[src/rtl/alatch_pkg.sv]
package alatch_pkg;

   typedef enum logic [1:0] {
      MODE_WRITE = 2'd0,
      MODE_HOLD  = 2'd1,
      MODE_STEER = 2'd2,
      MODE_CLEAR = 2'd3
   } mode_t;

   // Maps the two active-low controls onto a mode.
   function automatic mode_t decode_mode(input logic wr_n, input logic clr_n);
      case ({wr_n, clr_n})
         2'b01:   return MODE_WRITE;
         2'b11:   return MODE_HOLD;
         2'b00:   return MODE_STEER;
         default: return MODE_CLEAR;
      endcase
   endfunction

endpackage

[src/rtl/alatch_mode_dec.sv]
module alatch_mode_dec
   import alatch_pkg::*;
(
   input  logic  wr_n,
   input  logic  clr_n,
   output mode_t mode
);

   always_comb mode = decode_mode(wr_n, clr_n);

endmodule

[src/rtl/alatch_addr_dec.sv]
module alatch_addr_dec #(
   parameter int ADDR_W  = 3,
   parameter int NUM_OUT = 1 << ADDR_W
) (
   input  logic [ADDR_W-1:0]  sel,
   output logic [NUM_OUT-1:0] hit
);

   // One comparator per output; binary order, bit 0 of sel least significant
   for (genvar k = 0; k < NUM_OUT; k++) begin : g_hit
      assign hit[k] = (sel == ADDR_W'(k));
   end

   always_comb begin
      assert_decode_onehot_R6: assert ($onehot(hit) || $isunknown(sel));
   end

endmodule

[src/rtl/alatch_cell_bank.sv]
module alatch_cell_bank
   import alatch_pkg::*;
#(
   parameter int NUM_OUT = 8
) (
   input  logic               clk,
   input  logic               rst_n,
   input  mode_t              mode,
   input  logic [NUM_OUT-1:0] hit,
   input  logic               din,
   output logic [NUM_OUT-1:0] store,
   output logic [NUM_OUT-1:0] q
);

   for (genvar k = 0; k < NUM_OUT; k++) begin : g_cell
      logic store_nx;
      logic q_nx;

      always_comb begin
         store_nx = store[k];
         unique case (mode)
            MODE_WRITE: if (hit[k]) store_nx = din;
            MODE_CLEAR: store_nx = 1'b0;
            default:    store_nx = store[k];
         endcase
      end

      always_comb begin
         unique case (mode)
            MODE_STEER: q_nx = hit[k] & din;
            MODE_CLEAR: q_nx = 1'b0;
            default:    q_nx = store_nx;
         endcase
      end

      always_ff @(posedge clk or negedge rst_n) begin
         if (!rst_n) begin
            store[k] <= 1'b0;
            q[k]     <= 1'b0;
         end else begin
            store[k] <= store_nx;
            q[k]     <= q_nx;
         end
      end
   end

endmodule

[src/rtl/addr_latch_demux.sv]
module addr_latch_demux
   import alatch_pkg::*;
#(
   parameter int ADDR_W  = 3,
   parameter int NUM_OUT = 1 << ADDR_W
) (
   input  logic               clk,
   input  logic               rst_n,
   input  logic [ADDR_W-1:0]  sel,
   input  logic               din,
   input  logic               wr_n,
   input  logic               clr_n,
   output logic [NUM_OUT-1:0] q
);

   localparam int FULL_SPAN = 1 << ADDR_W;

   if (ADDR_W < 1 || ADDR_W > 6) begin : g_bad_width
      $error("addr_latch_demux: ADDR_W must be 1..6");
   end
   if (NUM_OUT != FULL_SPAN) begin : g_bad_count
      $error("addr_latch_demux: NUM_OUT must equal 2**ADDR_W");
   end

   mode_t              mode;
   logic [NUM_OUT-1:0] hit;
   logic [NUM_OUT-1:0] store;

   alatch_mode_dec u_mode (
      .wr_n  (wr_n),
      .clr_n (clr_n),
      .mode  (mode)
   );

   alatch_addr_dec #(
      .ADDR_W  (ADDR_W),
      .NUM_OUT (NUM_OUT)
   ) u_addr (
      .sel (sel),
      .hit (hit)
   );

   alatch_cell_bank #(
      .NUM_OUT (NUM_OUT)
   ) u_bank (
      .clk   (clk),
      .rst_n (rst_n),
      .mode  (mode),
      .hit   (hit),
      .din   (din),
      .store (store),
      .q     (q)
   );

   // A write edge touches at most one storage bit
   assert_single_write_R1: assert property (@(posedge clk) disable iff (!rst_n)
      mode == MODE_WRITE |=> $countones(store ^ $past(store)) <= 1);

   // Hold mode never alters storage
   assert_hold_store_R2: assert property (@(posedge clk) disable iff (!rst_n)
      mode == MODE_HOLD |=> $stable(store));

   // Steer mode raises at most one output
   assert_steer_onehot_R3: assert property (@(posedge clk) disable iff (!rst_n)
      mode == MODE_STEER |=> $onehot0(q));

   // Clear mode empties storage and outputs
   assert_clear_zero_R4: assert property (@(posedge clk) disable iff (!rst_n)
      mode == MODE_CLEAR |=> (q == '0 && store == '0));

   // Steer mode keeps storage intact
   assert_steer_keeps_R5: assert property (@(posedge clk) disable iff (!rst_n)
      mode == MODE_STEER |=> $stable(store));

   // Outputs follow storage after a hold edge
   assert_hold_shows_R2: assert property (@(posedge clk) disable iff (!rst_n)
      mode == MODE_HOLD |=> q == store);

endmodule

[config.mk]
export PLATFORM = sky130hd
export DESIGN_NAME = addr_latch_demux
export DESIGN_NICKNAME = d
export VERILOG_FILES = /design/src/rtl/alatch_pkg.sv /design/src/rtl/alatch_mode_dec.sv /design/src/rtl/alatch_addr_dec.sv /design/src/rtl/alatch_cell_bank.sv /design/src/rtl/addr_latch_demux.sv
export SDC_FILE = /design/constraint.sdc
export NUM_CORES = 1
export LEC_CHECK = 0
export ABC_AREA = 0
export BUFFER_PORTS_ARGS = -buffer_cell sky130_fd_sc_hd__buf_4
export CORE_MARGIN = 2
export CORE_UTILIZATION = 35
export DETAILED_ROUTE_END_ITERATION = 8
export GPL_TIMING_DRIVEN = 1
export SKIP_LAST_GASP = 1
export SYNTH_ARGS = -nofsm -noshare
export SYNTH_HDL_FRONTEND = slang
export SYNTH_SLANG_ARGS = --single-unit
[constraint.sdc]
create_clock -name clk -period 0.8 [get_ports clk]
set_input_delay 0 -clock clk [delete_from_list [all_inputs] [get_ports clk]]
set_output_delay 0 -clock clk [all_outputs]
set_load 0.005 [all_outputs]
==> run metrics <==
CTS Buf Count=3; Core Box Area=2450 um^2; clock skew=0.00379 ns; fraction of layout cells with a size suffix above 1=42.1%; Final period util=105%; WS Path Type=register to register; EDFF count, synth=0; worst slew pin tran=0.301 ns; fin. max-slew vios=0; Critical Path RT=0.96 ns; slowest stage delay, CP=0.40 ns; status=complete, but fails checks; CTS root buf=clkbuf_4; Register-to-Register Path Depth=2; Cells after Synth=85; register area share after synthesis=44.3%; hold crit path type=primary input to register; CTS tree=built; Net Switching=467 uW; gr ovfl total=0; Post-Syn Area=905 um^2; Yosys reg bits=16; synth top area cells=dfrtp_1, mux2i_1, o22ai_1; Post-Syn Area per Cell=10.6 um^2; first-pass GRT wire length=3.21 mm; cell taking the most area after synthesis=dfrtp_1; initial antenna violation count=0; routed length per instance=13.4 um; Initial DRC Count=15; crit path capture type=register; Clock Tree Buf Depth=2; Critical-path top delay cell=dfrtp_1; Syn-to-layout area delta=40.8%; Setup crit end=u_bank.q[5]$_DFF_PN0_; VDD IR max=0.829 mV; crit-path max FO=2; Post-Syn Nets=96; fillers=232; DRT Pass-1 Iters=4; Async SR Flop Fraction=100%; post-detail-place hpwl=1.42 mm; Clk network pwr share=29.8%; most common flop cell mapped by yosys=dfrtp_1; Synth cell types=24; dpl cell area=1180 um^2; port bufs=15; cell area after layout=1270 um^2; Skew-Pair Late Insertion Delay=0.28 ns; DR vias/cell=5.01; Net Sw Frac=26.2%; RSZ-0062 raised after global routing=true; max-cap viol count=0; PwrDens=1400 nW/um^2; Leak=0.573 nW; via count=722; I/O pin count=16; final layout net count=126; GPL Wtd Cong=0.805; DRC=0; Fin Hold WS=0.0946 ns; All-Layer GR Usage=15.3%; Worst R2R Start=u_bank.store[5]$_DFF_PN0_; CTS sink count=16; antenna diode count=0; most frequent cells after synthesis=dfrtp_1, inv_1, o22ai_1; Worst Slack Setup Final=-0.0424 ns; count leader, synth=dfrtp_1; Initial Util=36.9%; DRT antenna net count=0; floorplan row count=18; share of power burned in combinational logic=22.5%; Final Hold Viols=0; r2r endpoint=u_bank.q[5]$_DFF_PN0_; Int Power=1.31 mW; failing checks=negative setup slack; Tot Pwr=1.78 mW; TNS Setup=-0.102 ns; Die X=54.8 um; crit path DAT=1.00 ns; vias in the first global route=710; reg-to-reg setup timing slack=-0.04 ns; Final Setup Violations=3; total number of H-tree levels=1; CP Launch Point=u_bank.store[5]$_DFF_PN0_; Startpoint Class=register; DIE AREA=3010 um^2; min Tclk post-route=0.842 ns; Seq pwr share=47.7%; critical path cell sequence=mux2i_2, o221ai_2; headroom to the max-slew limit=79.9%; DP Worst Slack=-0.275 ns; post-synth top area share=44.3%; clock slew at reported path FFs=0.10 ns; final WL=1.93 mm; die span in y=54.8 um; hold path depth=3; min-delay src=sel[1]; synthesis warning total=0; f_max=1.19 GHz; largest net degree at the start of global routing=17
==> cells in the final DEF (no fill, tap or decap), drive strengths merged <==
| master | Yosys | routed |
|---|---|---|
| clkbuf | 0 | 4 |
| ha | 3 | 3 |
| dfrtp | 16 | 16 |
| a32o | 2 | 2 |
| a32oi | 4 | 4 |
| o21a | 1 | 1 |
| buf | 5 | 29 |
| o221ai | 2 | 2 |
| and3b | 2 | 2 |
| nor2 | 1 | 1 |
| dlygate4sd3 | 0 | 1 |
| nand3b | 3 | 3 |
| nor3b | 3 | 3 |
| mux2i | 7 | 7 |
| and2 | 1 | 1 |
| inv | 12 | 12 |
| o22ai | 8 | 8 |
| nand2 | 5 | 5 |
| nand3 | 1 | 1 |
| o21ai | 6 | 6 |
| a21boi | 1 | 1 |
| nor3 | 2 | 2 |
==> how the worst min path moves through the flow <==
stage / end / slack [ns]
2_1_floorplan: u_bank.q[0]$_DFF_PN0_ / -0.30
3_3_place_gp: u_bank.q[2]$_DFF_PN0_ / -0.13
3_5_place_dp: u_bank.q[2]$_DFF_PN0_ / -0.13
4_1_cts: u_bank.q[2]$_DFF_PN0_ / 0.09
5_1_grt: u_bank.q[5]$_DFF_PN0_ / 0.12
6_report: u_bank.q[2]$_DFF_PN0_ / 0.09
==> state kept, by name, indices dropped and copies added (netlist names) <==
signal	cells
u_bank.store	8
u_bank.q	8
==> routing by layer <==
layer | track usage, % | wire length [um]
met2 | 25.8 | 946
met5 | 0 | 0
met1 | 19.1 | 905
met4 | 5.00 | 12
met3 | 3.28 | 66
==> through the flow <==
stage / instances / utilization, %
after global routing: 144 / 51.9
final: 144 / 51.9
after CTS: 144 / 50.1
after floorplan: 85 / -
after global placement: 138 / 47.9
after detailed placement: 138 / 47.9
==> power groups by stage <==
stage                     Combinational (mW)  Clock, mW  Sequential (mW)
after floorplan                        0.216          0            0.864
after global placement                 0.375          0            0.863
after detailed placement               0.381          0            0.863
after CTS                              0.389      0.546            0.847
after global routing                   0.443      0.569            0.853
final                                  0.401      0.530            0.850
==> repair_timing <==
item	CTS	global route
pin swaps	0	1
resized for setup	0	11
buffers inserted	1	0
endpoints found under the setup margin	2	20
endpoints found under the hold margin	16	0
hold buffers	1	0
==> worst max-delay path, delay by kind of cell (launching register included) <==
| family | cells | cell delay (ns) |
|---|---|---|
| AOI/OAI and AO/OA | 1 | 0.11 |
| DFF | 1 | 0.40 |
| muxes | 1 | 0.20 |
==> cells by family (layout without fill, tap and decap cells) <==
family	count (synthesis)	count (layout)	synth area share, %
buf+inv	17	46	9.41
mux	7	7	7.75
fa+ha+maj	3	3	4.15
compound gates	24	24	18.5
flops	16	16	44.3
simple gates	18	18	15.9
==> layout make-up <==
type / count / area, um^2 / share of cell area [%]
clock buffer: 4 / 36.3 / 2.85
inverter: 12 / 60.1 / 4.72
multi-input combinational: 52 / 469 / 36.8
sequential: 16 / 400 / 31.4
tap: 30 / 37.5 / 2.95
timing repair buffer: 30 / 270 / 21.2
(Power assumes the default switching activity.)
